## src/rtl/slope_pkg.sv

```systemverilog
package slope_pkg;
  typedef enum logic [2:0] {
    ST_IDLE,
    ST_INIT,
    ST_RUN,
    ST_GAP,
    ST_CALC,
    ST_DIV
  } seq_state_e;

  typedef enum logic {
    MODE_DUAL   = 1'b0,
    MODE_TRIPLE = 1'b1
  } slope_mode_e;
endpackage

```

## src/rtl/slope_cnt.sv

```systemverilog
module slope_cnt #(
  parameter int W = 16
) (
  input  logic         clk,
  input  logic         rst_n,
  input  logic         clr_i,
  input  logic         en_i,
  output logic [W-1:0] cnt_o,
  output logic         max_o
);
  localparam logic [W-1:0] TOP = '1;

  logic [W-1:0] cnt_q, cnt_d;

  always_comb begin
    cnt_d = cnt_q;
    if (clr_i)                     cnt_d = '0;
    else if (en_i && cnt_q != TOP) cnt_d = cnt_q + 1'b1;
  end

  always_ff @(posedge clk or negedge rst_n) begin
    if (!rst_n) cnt_q <= '0;
    else        cnt_q <= cnt_d;
  end

  assign cnt_o = cnt_q;
  assign max_o = (cnt_q == TOP);

  assert_hold_max_R10: assert property (@(posedge clk) disable iff (!rst_n)
    (max_o && !clr_i) |=> max_o);

  assert_step_R5: assert property (@(posedge clk) disable iff (!rst_n)
    (en_i && !clr_i && !max_o) |=> (cnt_o == $past(cnt_o) + 1'b1));
endmodule

```

## src/rtl/slope_div.sv

```systemverilog
module slope_div #(
  parameter int N_W = 24,
  parameter int D_W = 16
) (
  input  logic           clk,
  input  logic           rst_n,
  input  logic           start_i,
  input  logic [N_W-1:0] num_i,
  input  logic [D_W-1:0] den_i,
  output logic [N_W-1:0] quo_o,
  output logic           valid_o
);
  localparam int CW = $clog2(N_W + 1);

  logic [N_W-1:0] dvd_q, dvd_d;
  logic [D_W-1:0] rem_q, rem_d, den_q, den_d;
  logic [CW-1:0]  cnt_q, cnt_d;
  logic           run_q, run_d, valid_q, valid_d;
  logic [D_W:0]   shl;
  logic [D_W+1:0] diff;

  assign shl  = {rem_q, dvd_q[N_W-1]};
  assign diff = {1'b0, shl} - {2'b00, den_q};

  always_comb begin
    dvd_d   = dvd_q;
    rem_d   = rem_q;
    den_d   = den_q;
    cnt_d   = cnt_q;
    run_d   = run_q;
    valid_d = 1'b0;
    if (start_i) begin
      dvd_d = num_i;
      rem_d = '0;
      den_d = den_i;
      cnt_d = CW'(N_W);
      run_d = 1'b1;
    end else if (run_q) begin
      if (!diff[D_W+1]) begin
        rem_d = diff[D_W-1:0];
        dvd_d = {dvd_q[N_W-2:0], 1'b1};
      end else begin
        rem_d = shl[D_W-1:0];
        dvd_d = {dvd_q[N_W-2:0], 1'b0};
      end
      cnt_d = cnt_q - 1'b1;
      if (cnt_q == CW'(1)) begin
        run_d   = 1'b0;
        valid_d = 1'b1;
      end
    end
  end

  always_ff @(posedge clk or negedge rst_n) begin
    if (!rst_n) begin
      dvd_q   <= '0;
      rem_q   <= '0;
      den_q   <= '0;
      cnt_q   <= '0;
      run_q   <= 1'b0;
      valid_q <= 1'b0;
    end else begin
      dvd_q   <= dvd_d;
      rem_q   <= rem_d;
      den_q   <= den_d;
      cnt_q   <= cnt_d;
      run_q   <= run_d;
      valid_q <= valid_d;
    end
  end

  assign quo_o   = dvd_q;
  assign valid_o = valid_q;

  assert_rem_bound_R7: assert property (@(posedge clk) disable iff (!rst_n)
    (run_q && den_q != '0) |-> (rem_q < den_q));

  assert_valid_once_R9: assert property (@(posedge clk) disable iff (!rst_n)
    valid_o |=> !valid_o);
endmodule

```

## src/rtl/slope_seq.sv

```systemverilog
module slope_seq
  import slope_pkg::*;
#(
  parameter int CNT_W      = 16,
  parameter int FRAC_W     = 8,
  parameter int REF_CYCLES = 256
) (
  input  logic             clk,
  input  logic             rst_n,
  input  logic             start_i,
  input  logic             mode_i,
  input  logic             cmp_i,
  output logic             cap_rst_o,
  output logic             ref_en_o,
  output logic             in_en_o,
  output logic             gnd_en_o,
  output logic [CNT_W-1:0] t1_o,
  output logic [CNT_W-1:0] t2_o,
  output logic [CNT_W-1:0] t3_o,
  output logic [CNT_W-1:0] ratio_o,
  output logic             done_o,
  output logic             ovf_o
);
  localparam int NPH = 3;
  localparam int N_W = CNT_W + FRAC_W;
  localparam logic [CNT_W-1:0] REF_LAST = CNT_W'(REF_CYCLES - 1);

  logic [1:0] rsync_q;
  logic       rst_ni;

  always_ff @(posedge clk or negedge rst_n) begin
    if (!rst_n) rsync_q <= 2'b00;
    else        rsync_q <= {rsync_q[0], 1'b1};
  end
  assign rst_ni = rsync_q[1];

  seq_state_e  state_q, state_d;
  slope_mode_e mode_q, mode_d;
  logic [1:0]  ph_q, ph_d;
  logic        ovf_q, ovf_d, done_q, done_d;
  logic [CNT_W-1:0] ratio_q, ratio_d;

  logic [CNT_W-1:0] cnt [NPH];
  logic [NPH-1:0]   at_max, cnt_en;
  logic             cnt_clr, accept;

  assign accept  = (state_q == ST_IDLE) && start_i;
  assign cnt_clr = accept;

  for (genvar k = 0; k < NPH; k++) begin : g_cnt
    assign cnt_en[k] = (state_q == ST_RUN) && (ph_q == 2'(k));
    slope_cnt #(.W(CNT_W)) u_cnt (
      .clk   (clk),
      .rst_n (rst_ni),
      .clr_i (cnt_clr),
      .en_i  (cnt_en[k]),
      .cnt_o (cnt[k]),
      .max_o (at_max[k])
    );
  end

  logic sel_max, ph_end, last_ph;
  always_comb begin
    case (ph_q)
      2'd0:    sel_max = at_max[0];
      2'd1:    sel_max = at_max[1];
      default: sel_max = at_max[2];
    endcase
  end
  assign ph_end  = (mode_q == MODE_DUAL && ph_q == 2'd0) ? (cnt[0] == REF_LAST) : cmp_i;
  assign last_ph = (mode_q == MODE_TRIPLE) ? (ph_q == 2'd2) : (ph_q == 2'd1);

  logic [CNT_W-1:0] num_c, den_c;
  logic [N_W-1:0]   quo;
  logic             div_start, div_valid;

  always_comb begin
    if (mode_q == MODE_DUAL) begin
      num_c = cnt[0];
      den_c = cnt[1];
    end else begin
      num_c = (cnt[1] > cnt[2]) ? cnt[1] - cnt[2] : '0;
      den_c = (cnt[0] > cnt[2]) ? cnt[0] - cnt[2] : '0;
    end
  end

  assign div_start = (state_q == ST_CALC);

  slope_div #(.N_W(N_W), .D_W(CNT_W)) u_div (
    .clk     (clk),
    .rst_n   (rst_ni),
    .start_i (div_start),
    .num_i   ({num_c, {FRAC_W{1'b0}}}),
    .den_i   (den_c),
    .quo_o   (quo),
    .valid_o (div_valid)
  );

  always_comb begin
    state_d = state_q;
    mode_d  = mode_q;
    ph_d    = ph_q;
    ovf_d   = ovf_q;
    ratio_d = ratio_q;
    done_d  = 1'b0;
    case (state_q)
      ST_IDLE: if (start_i) begin
        state_d = ST_INIT;
        mode_d  = slope_mode_e'(mode_i);
        ovf_d   = 1'b0;
      end
      ST_INIT: begin
        state_d = ST_RUN;
        ph_d    = 2'd0;
      end
      ST_RUN: begin
        if (sel_max) begin
          state_d = ST_IDLE;
          ovf_d   = 1'b1;
          ratio_d = '1;
          done_d  = 1'b1;
        end else if (ph_end) begin
          state_d = last_ph ? ST_CALC : ST_GAP;
        end
      end
      ST_GAP: begin
        state_d = ST_RUN;
        ph_d    = ph_q + 1'b1;
      end
      ST_CALC: state_d = ST_DIV;
      ST_DIV: if (div_valid) begin
        state_d = ST_IDLE;
        ratio_d = (quo[N_W-1:CNT_W] != '0) ? '1 : quo[CNT_W-1:0];
        done_d  = 1'b1;
      end
      default: state_d = ST_IDLE;
    endcase
  end

  always_ff @(posedge clk or negedge rst_ni) begin
    if (!rst_ni) begin
      state_q <= ST_IDLE;
      mode_q  <= MODE_DUAL;
      ph_q    <= 2'd0;
      ovf_q   <= 1'b0;
      ratio_q <= '0;
      done_q  <= 1'b0;
    end else begin
      state_q <= state_d;
      mode_q  <= mode_d;
      ph_q    <= ph_d;
      ovf_q   <= ovf_d;
      ratio_q <= ratio_d;
      done_q  <= done_d;
    end
  end

  assign ref_en_o  = cnt_en[0];
  assign in_en_o   = cnt_en[1];
  assign gnd_en_o  = cnt_en[2];
  assign cap_rst_o = (state_q == ST_IDLE) || (state_q == ST_CALC) || (state_q == ST_DIV) ||
                     ((state_q == ST_GAP) && (mode_q == MODE_TRIPLE));
  assign t1_o      = cnt[0];
  assign t2_o      = cnt[1];
  assign t3_o      = cnt[2];
  assign ratio_o   = ratio_q;
  assign done_o    = done_q;
  assign ovf_o     = ovf_q;

  assert_onehot_R6: assert property (@(posedge clk) disable iff (!rst_ni)
    $onehot0({ref_en_o, in_en_o, gnd_en_o}));

  assert_gap_R6: assert property (@(posedge clk) disable iff (!rst_ni)
    ($rose(ref_en_o) || $rose(in_en_o) || $rose(gnd_en_o)) |->
      ($past({ref_en_o, in_en_o, gnd_en_o}) == 3'b000));

  assert_init_R2: assert property (@(posedge clk) disable iff (!rst_ni)
    (state_q == ST_IDLE && start_i) |=>
      (!cap_rst_o && !ref_en_o && !in_en_o && !gnd_en_o));

  assert_ref_len_R3: assert property (@(posedge clk) disable iff (!rst_ni)
    ($fell(ref_en_o) && mode_q == MODE_DUAL && !ovf_o) |-> (t1_o == CNT_W'(REF_CYCLES)));

  assert_ignore_R11: assert property (@(posedge clk) disable iff (!rst_ni)
    (state_q != ST_IDLE && start_i) |=> (mode_q == $past(mode_q)));

  assert_ovf_done_R10: assert property (@(posedge clk) disable iff (!rst_ni)
    $rose(ovf_o) |-> done_o);

  assert_done_pulse_R9: assert property (@(posedge clk) disable iff (!rst_ni)
    done_o |=> !done_o);
endmodule

```

## config.mk

```make
export PLATFORM = sky130hd
export DESIGN_NAME = slope_seq
export DESIGN_NICKNAME = d
export VERILOG_FILES = /design/src/rtl/slope_pkg.sv /design/src/rtl/slope_cnt.sv /design/src/rtl/slope_div.sv /design/src/rtl/slope_seq.sv
export SDC_FILE = /design/constraint.sdc
export NUM_CORES = 1
export LEC_CHECK = 0
export CELL_PAD_IN_SITES_DETAIL_PLACEMENT = 2
export CELL_PAD_IN_SITES_GLOBAL_PLACEMENT = 2
export CORE_MARGIN = 3
export CORE_UTILIZATION = 25
export DETAILED_ROUTE_END_ITERATION = 10
export DONT_BUFFER_PORTS = 1
export GPL_TIMING_DRIVEN = 0
export HOLD_SLACK_MARGIN = 0.1
export PLACE_DENSITY = 0.54
export SKIP_CTS_REPAIR_TIMING = 1
export SYNTH_ARGS = -nofsm -noshare
export SYNTH_HDL_FRONTEND = slang
export SYNTH_HIERARCHICAL = 1
export SYNTH_SLANG_ARGS = --single-unit
```

## constraint.sdc

```tcl
create_clock -name clk -period 5.6 [get_ports clk]
set_clock_uncertainty 0.1 [all_clocks]
set_input_delay 0.84 -clock clk [delete_from_list [all_inputs] [get_ports clk]]
set_output_delay 0.84 -clock clk [all_outputs]
set_load 0.05 [all_outputs]
```

# Yosys cells after proc, flatten, opt, wreduce, memory -nomap -nowiden
# Cells that the tools add are included.
[word_totals] ff_bits=137 latchBits=0 ramBits=0 rom_bits=0 input_bits=5 out_inout_bits=70 word_cells=117 mem_count=0
[op_classes] addsub=8 mul=0 div_mod_pow=0 n_lt_le_gt_ge=2 eq_ne=19 n_shift=0 n_mux=44 bitwise=1 reduce_logical=27
[ops] operator="$mux W16" n=16
[ops] operator="$add A16 B1 Y16 const B" n=3
[ops] operator="$eq A16 B16 Y1 const B" n=3
[ops] operator="$mux W24" n=2
[ops] operator="$ne A16 B16 Y1 const B" n=3
[ops] operator="$gt A16 B16 Y1" n=2
[ops] operator="$pmux W16 S2" n=1
[ops] operator="$sub A16 B16 Y16" n=2
[ops] operator="$sub A17 B16 Y18" n=1
[ops] operator="$eq A16 B8 Y1 const B" n=1
[ops] operator="$mux W3" n=5
[ops] operator="$pmux W3 S5" n=1
[ops] operator="$reduce_bool A2 Y1" n=7
[ops] operator="$mux W1" n=13
[ops] operator="$mux W5" n=2
[ops] operator="$logic_and A1 B1 Y1" n=9
[ops] operator="$reduce_and A3 Y1" n=3
[ops] operator="$reduce_bool A8 Y1" n=1
[ops] operator="$eq A3 B2 Y1 const B" n=2
[ops] operator="$eq A3 B3 Y1 const B" n=2
[ops] operator="$pmux W1 S2" n=3
[ops] operator="$eq A5 B1 Y1 const B" n=1
[ops] operator="$sub A5 B1 Y5 const B" n=1
[ops] operator="$ne A2 B2 Y1 const B" n=2
[ops] operator="13 further kinds" n=15

# Depth between registers and ports, before layout
# Gate-level depths: netlist (run 1).
[logic_depth] word_depth=6 depth_mapped=12 mapped_depth_nobuf=12

# Cells and area by module
# The synthesis (run 1) kept the hierarchy.
[by_module_without_submodules] module="slope_div" n_inst=1 cells_per_inst=396 area_each_um2=3778.6 seq_area_each_um2=1576.5
[by_module_without_submodules] module="slope_seq" n_inst=1 cells_per_inst=433 area_each_um2=3236.9 seq_area_each_um2=650.6
[by_module_without_submodules] module="slope_cnt" n_inst=3 cells_per_inst=109 area_each_um2=1009.7 seq_area_each_um2=400.4

# Worst setup path after synthesis (run 1)
# OpenSTA, ideal clock, no wires.
[synth_path] path_type="input-to-reg" start="in start_i" end="reg g_cnt[0].u_cnt.cnt_q[2]" setup_ns=0.128 t_arrival_ns=2.866 required_time_ns=5.372 path_slack_ns=2.506 stages=4 n_path_buf=1 cell_sequence="nor4b_1 -> clkbuf_1 -> nor2_1 -> mux2_1"
[synth_between] elab_chain_cells=2 elab_cells_between_ends=3 classes_between="mux: 1; reduce/logical: 2"
[synth_lines] element="from (decl)" line="slope_seq.sv:10" source="input logic start_i,"
[synth_lines] element="$logic_and A1 B1 Y1 (*)" line="slope_seq.sv:47" source="assign accept = (state_q == ST_IDLE) && start_i;"
[synth_lines] element="$mux W16 or $reduce_bool A2 Y1 (tied branches)"
[synth_lines] element="to (signal assigned)" line="slope_cnt.sv:23" source="else cnt_q <= cnt_d;"
[synth_lines] element="to (decl)" line="slope_cnt.sv:13" source="logic [W-1:0] cnt_q, cnt_d;"
# Mark *: on every way between the ends. The rest lies on a longest branch, timed or not.
# A chain may end at the register's enable or synchronous reset.

# Final worst setup path (run 1)
[layout_path] start="reg g_cnt[0].u_cnt.cnt_q[1]" end="reg ratio_q[9] (netlist: ratio_o[9])"
[layout_between] elab_chain_cells=4
[layout_lines] element="$eq A16 B16 Y1" line="slope_cnt.sv:27" source="assign max_o = (cnt_q == TOP);"
[layout_lines] element="via at_max[0]" line="slope_seq.sv:44" source="logic [NPH-1:0] at_max, cnt_en;"
[layout_lines] element="$pmux W1 S2" line="slope_seq.sv:64" source="case (ph_q)"
[layout_lines] element="$ne A2 B2 Y1 (no line)"
[layout_lines] element="$reduce_and A3 Y1 (no line)"
[layout_lines] element="to (signal assigned)" line="slope_seq.sv:153" source="ratio_q <= ratio_d;"
[layout_lines] element="to (decl)" line="slope_seq.sv:41" source="logic [CNT_W-1:0] ratio_q, ratio_d;"
# The timed path passes the listed nets, and every way through them passes these cells.

==> flow_summary.ini, run 1 <==
[detailed_routing]
drt_pass1_iterations = 4
routed_via_density = 5.196
ant_nets = 0
avgRoutedWirePerCell_um = 22.02
initialDrtViolationCount = 413
wl_mm = 37.81
route.detailed.drc = 0
vias = 8921

[placement]
portBuffers = 0
dpl.hpwl_mm = 28.98
place.gp.congestion = 0.8038
place_area_sq_um = 10800
dp_cells = 1685

[status]
run_status = completed

[die]
rows = 72
boundaryPins = 75
die_width_um = 206.4
die_area_sq_um = 42620
die_y_um = 206.4
start_util_pct = 25.63
coreArea_sq_um = 39190

[clock_network]
clk_latency_ns = 0.46
cts_sinks = 137
cts_root_buffer = clkbuf_16
numCtsBuffers = 17
clockBufferDepth = 2
cts_tree = done
clk_pin_slew_ns = 0.06
h-tree-depth = 4

[power]
vdd.ir_drop.worst_mv = 0.2315
internal_power_mw = 3.282
power_switching_mw = 2.782
leakage_nw = 4.746
sw_frac_of_total_pct = 45.88
p_clk_share_pct = 19.5
power_density_nw_per_um2 = 532.3
comb_power_share_pct = 54.3
pwr-share-seq_pct = 26.1

[timing]
timing.fmax_mhz = 245.8
fin_crit_sh_pct = 72.65
setup_viol = 0
slew_viol_final = 0
fin_crit_ns = 4.068
max_slew_margin_pct = 24.33
worst_slew_pin_slew_ns = 1.103
hold_viol = 0
rsz0062_at_grt = no
holdWs_ns = 0.1691

[synth]
async_flop_share_pct = 100.0
synthFlopType = dfrtp_1
synthesis.area_sq_um = 10040
synth_most_common_cell = dfrtp_1
ys_ff_latch = 137
ys_seq_area_share_pct = 34.13
yosysWarningCount = 6
syn_avg_cell_area_sq_um = 8.689
ys_top_cells_by_count = 137 x dfrtp_1, 100 x nand2_1, 100 x nor2_1, 91 x o21ai_0, 74 x inv_1
ys_types = 83
synth_edf_count = 0
synth_top_area_share_pct = 34.13
yosys.area.top_type = dfrtp_1
synth_area_leaders = dfrtp_1 34%, ha_1 7.0%, o21ai_0 4.5%, nand2_1 3.7%, nor2_1 3.7%
syn_inst = 1156

[finish]
stdcell_area_sq_um = 11390
final_nets = 1251
area_growth_pct = 13.43
drive_gt1_share_pct = 8.347
final_cells = 1717
fin_util_pct = 29.07

[setup_path]
startpoint = g_cnt[0].u_cnt/cnt_o[1]
critPathCaptureType = flip-flop
rr_worst_depth = 11
critPathRequiredTime_ns = 5.84
path_max_fanout = 10
r2r_slack_ns = 1.53
crit_path_start_kind = flip-flop
r2r-start = g_cnt[0].u_cnt/cnt_o[1]
critPathKind = reg -> reg
r2r_end = ratio_o[9]
worstPathArrival_ns = 4.31
endpoint = ratio_o[9]

[global_route]
track_usage_pct = 18.29
grt_overflow = 0
grt_pass1_vias = 9486
grt_pass1_wl_mm = 59.28
antenna_found_initial = 1
grt_max_degree = 61

[run]
max-cap-violations = 0

[hold_path]
hp-class = reg -> async
power groups by stage:
stage	registers (mW)	clock network, mW	logic [mW]
finish	1.59	1.18	3.30
global route	1.63	1.28	3.70
CTS	1.59	1.24	3.34
detailed placement	1.61	0	3.33
global placement	1.62	0	3.23
floorplan	1.52	0	2.49
worst min-delay path by stage:
stage	start	endpoint	slack, ns	cells after the start
final	rsync_q[1]	g_cnt[0].u_cnt/cnt_o[4]	0.17	0
after global placement	rsync_q[0]	rsync_q[1]	0.24	0
after global routing	rsync_q[1]	u_div/rem_q[11]	0.21	0
after CTS	rst_n	rsync_q[1]	-0.06	0
after detailed placement	rsync_q[1]	g_cnt[0].u_cnt/cnt_o[4]	0.18	0
after floorplan	rsync_q[0]	rsync_q[1]	0.23	0
sequential cells by signal (all words and copies together), names as in the netlist:
register / cells
rsync_q: 2
state_q: 3
ovf_o: 1
mode_q: 1
u_div/quo_o: 24
u_div/rem_q: 16
g_cnt.u_cnt/cnt_o: 48
u_div/den_q: 16
ph_q: 2
u_div/valid_o: 1
u_div/cnt_q: 5
u_div/run_q: 1
done_o: 1
ratio_o: 16
cells in the final DEF, fill, tap and decap left out, types with 6 or more instances in the layout:
cell type / instances
a211oi_1: 11
a21o_1: 14
a21oi_1: 64
a31oi_1: 21
and2_1: 6
and3_1: 14
clkbuf_1: 36
clkbuf_16: 17
conb_1: 9
dfrtp_1: 136
ha_1: 56
inv_1: 74
mux2_1: 12
mux2i_1: 37
nand2_1: 100
nand2b_1: 19
nand3_1: 19
nand3_2: 9
nand4_1: 24
nand4_2: 6
nor2_1: 100
nor2b_1: 27
nor3_1: 30
nor4_1: 10
nor4_2: 7
o21a_1: 15
o21ai_0: 91
o21bai_1: 6
o22ai_1: 17
o2bb2ai_1: 14
o31ai_1: 12
or3_1: 15
or4_1: 7
xnor2_1: 22
xor2_1: 13
stage by stage:
| stage | setup TNS (ns) | power (mW) | worst slack (ns) |
|---|---|---|---|
| 6_report | 0 | 6.065 | 1.532 |
| 3_5_place_dp | 0 | 4.938 | 1.465 |
| 4_1_cts | 0 | 6.171 | 1.451 |
| 3_3_place_gp | -143.45 | 4.851 | -1.091 |
| 5_1_grt | 0 | 6.609 | 1.157 |
| 2_1_floorplan | 0 | 4.005 | 1.400 |
per-layer routing:
metal | wire (um) | global-route usage [%] | part of all wire (%) | vias to the layer above
met5 | 0 | 0 | 0 | -
met4 | 409 | 4.073 | 1.1 | 0
met3 | 1159 | 3.355 | 3.1 | 19
met2 | 18410 | 30.62 | 49 | 95
met1 | 17820 | 24.56 | 47 | 4550
li1 | - | - | - | 4257
cells by family (layout without fill, tap and decap cells):
logic type | Yosys count | in the layout | synth area share, %
xor+xnor | 35 | 35 | 3.052
fa+ha+maj | 59 | 59 | 7.573
compound gates | 324 | 324 | 21.06
simple gates | 421 | 421 | 23.12
other cells | 2 | 10 | 0.07477
mux | 54 | 54 | 5.668
flops | 137 | 137 | 34.13
buf+inv | 124 | 159 | 5.319
critical path: stages (launching register included):
cell,delay [ns]
dfrtp_1,0.89
ha_1,0.38
nand3_1,0.21
nor4_2,0.51
nor2b_1,0.42
a22oi_1,0.22
nor2b_1,0.18
nor2b_1,0.25
a21oi_2,0.15
clkbuf_1,0.26
nor3_1,0.29
nor2_1,0.07
layout make-up:
| cell class | instances | area, sq um |
|---|---|---|
| Inverter | 75 | 281.5 |
| Fill cell | 4515 | 27790 |
| Clock buffer | 19 | 432.9 |
| Timing Repair Buffer | 5 | 80.08 |
| Tap cell | 518 | 648.1 |
| Clock inverter | 11 | 148.9 |
| Sequential cell | 137 | 3432 |
| Buffer | 49 | 252.7 |
| Multi-Input combinational cell | 902 | 6115 |
| Antenna cell | 1 | 2.502 |
Power figures use the tool's default switching activity.
==> run 2: changes to the inputs <==
--- a/config.mk
+++ b/config.mk
@@ -13,7 +13,7 @@
 export DONT_BUFFER_PORTS = 1
 export GPL_TIMING_DRIVEN = 0
 export HOLD_SLACK_MARGIN = 0.1
-export PLACE_DENSITY = 0.54
+export PLACE_DENSITY = 0.56
 export SKIP_CTS_REPAIR_TIMING = 1
 export SYNTH_ARGS = -nofsm -noshare
 export SYNTH_HDL_FRONTEND = slang
==> constraint.sdc (replaced) <==
create_clock -name clk -period 3.4 [get_ports clk]
set_clock_uncertainty 0.1 [all_clocks]
set_input_delay 0.51 -clock clk [delete_from_list [all_inputs] [get_ports clk]]
set_output_delay 0.51 -clock clk [all_outputs]
set_load 0.05 [all_outputs]
==> flow_summary.ini, run 2 (synthesized netlist as in run 1, its figures left out) <==
[status]
run_status = completed

[global_route]
grt_busiest_layer = met2
track_usage_pct = 18.20
use_met3_pct = 3.591
antenna_found_initial = 0
gr-usage-met1_pct = 23.90
grt_max_degree = 65
gr-usage-met2_pct = 31.20
grt_pass1_vias = 9736
grt_overflow = 0
grt_pass1_wl_mm = 59.57

[power]
power_density_nw_per_um2 = 868.2
total_power_mw = 10.14
leakage_nw = 4.804
vdd.ir_drop.worst_mv = 0.3370

[timing]
holdWs_ns = 0.2038
slew_viol_final = 0
timing.fmax_mhz = 302.3
hold_viol = 0
worst_slack_ns = 0.09220
max_slew_margin_pct = 44.76
worst_slew_pin_slew_ns = 0.8286
fin_crit_sh_pct = 97.29
fin_crit_ns = 3.308
setup_viol = 0
rsz0062_at_grt = yes

[finish]
n_antenna_cell = 0
fin_util_pct = 29.81
final_nets = 1262
final_cell_mix = 100 x nand2_1, 100 x nor2_1, 91 x o21ai_0, 89 x dfrtp_1, 73 x inv_1
area_growth_pct = 16.29
drive_gt1_share_pct = 15.19
largest_register_ffs = 48

[clock_network]
cts_sinks = 137
clk_pin_slew_ns = 0.06
cts_tree = done
clockBufferDepth = 2
numCtsBuffers = 17
h-tree-depth = 4
cts_root_buffer = clkbuf_16
clk_latency_ns = 0.45

[setup_path]
worstPathArrival_ns = 3.50
max_stage_delay_ns = 0.59
path_depth = 14
critPathKind = reg -> reg
cp_cell_sequence = inv_2 -> ha_1 -> fa_2 -> nor2b_4 -> o31a_1 -> o31a_1 -> a211o_2 -> o211ai_4 -> buf_12 -> buf_4 -> a31oi_1 -> a21o_1 -> nand2_1 -> o21ai_0
crit_path_start_kind = flip-flop
critPathRequiredTime_ns = 3.60
crit_top_cell = o31a_1
slowest_stage = dfrtp_4
critPathCaptureType = flip-flop
path_max_fanout = 6
critical_path.top_delay_family = compound AO/OA/AOI/OAI gates
path_buf_inv = 3
rr_worst_depth = 14

[detailed_routing]
wl_mm = 37.77
vias = 8925
initialDrtViolationCount = 375
avgRoutedWirePerCell_um = 21.84
ant_nets = 0
route.detailed.drc = 0
drt_pass1_iterations = 4
routed_via_density = 5.162

[placement]
dpl.hpwl_mm = 28.78
place_ws_ns = -0.6912
portBuffers = 0
place.gp.congestion = 0.8205

[die]
die_y_um = 206.4
boundaryPins = 75
die_width_um = 206.4
rows = 72
coreArea_sq_um = 39190
die_area_sq_um = 42620
start_util_pct = 25.63

[run]
max-cap-violations = 0

[hold_path]
hp-class = in -> async
-- run 2: cell types whose count changed in the layout (fill, tap and decap cells not counted), sizes merged --
cell | before | now
clkbuf | 53 | 55
diode | 1 | 0
inv | 76 | 78
clkinv | 4 | 5
buf | 19 | 27
dlymetal6s2s | 0 | 1
dlygate4sd3 | 1 | 2
bufinv | 3 | 1
-- run 2: worst reg2reg max path, delay by kind of cell, from the launching register on --
kind,cells,cell delay (ns)
compound gates,7,1.51
fa+ha+maj,2,0.47
buf+inv,3,0.38
flops,1,0.59
simple gates,2,0.13
-- run 2: metrics by stage --
stage | cells | setup TNS [ns] | cell area (sq um)
final | 1729 | 0 | 11680
after global routing | 1729 | -0.1251 | 11680
after CTS | 1717 | -17.35 | 11370
after detailed placement | 1685 | -15.87 | 10800
after global placement | 1681 | -121.75 | 10720
after floorplan | 1163 | 0 | 10070
-- run 2: final timing paths --
kind                       slack [ns]               startpoint              end
setup / recovery                 0.09  g_cnt[0].u_cnt/cnt_o[0]  u_div/den_q[13]
hold / removal                   0.20                    rst_n       rsync_q[1]
setup reg to reg                 0.09  g_cnt[0].u_cnt/cnt_o[0]  u_div/den_q[13]
hold reg to reg                  0.21               rsync_q[1]  u_div/rem_q[11]
max in group asynchronous        2.29               rsync_q[1]  u_div/quo_o[11]
min in group clk                 0.22                  start_i       state_q[0]
-- run 2: power by group --
part	total [mW]	leakage (nW)	internal [mW]	switching [mW]
Combinational	5.65	2.85	2.32	3.33
Clock	1.87	0.273	1.05	0.815
Sequential	2.62	1.68	2.11	0.510
Total	10.1	4.80	5.48	4.66
-- run 2: final cells by class --
cell class	count	area, sq um
Multi-Input combinational cell	902	6218
Buffer	47	249.0
Timing Repair Buffer	18	196.4
Fill cell	4462	27510
Inverter	75	281.5
Clock inverter	12	115.1
Clock buffer	20	456.7
Tap cell	518	648.1
Sequential cell	137	3516
-- run 2: metal layers --
layer | vias up | routed length (um)
li1 | 4279 | -
met1 | 4534 | 17510
met2 | 93 | 18700
met3 | 19 | 1188
met4 | 0 | 366
met5 | - | 0
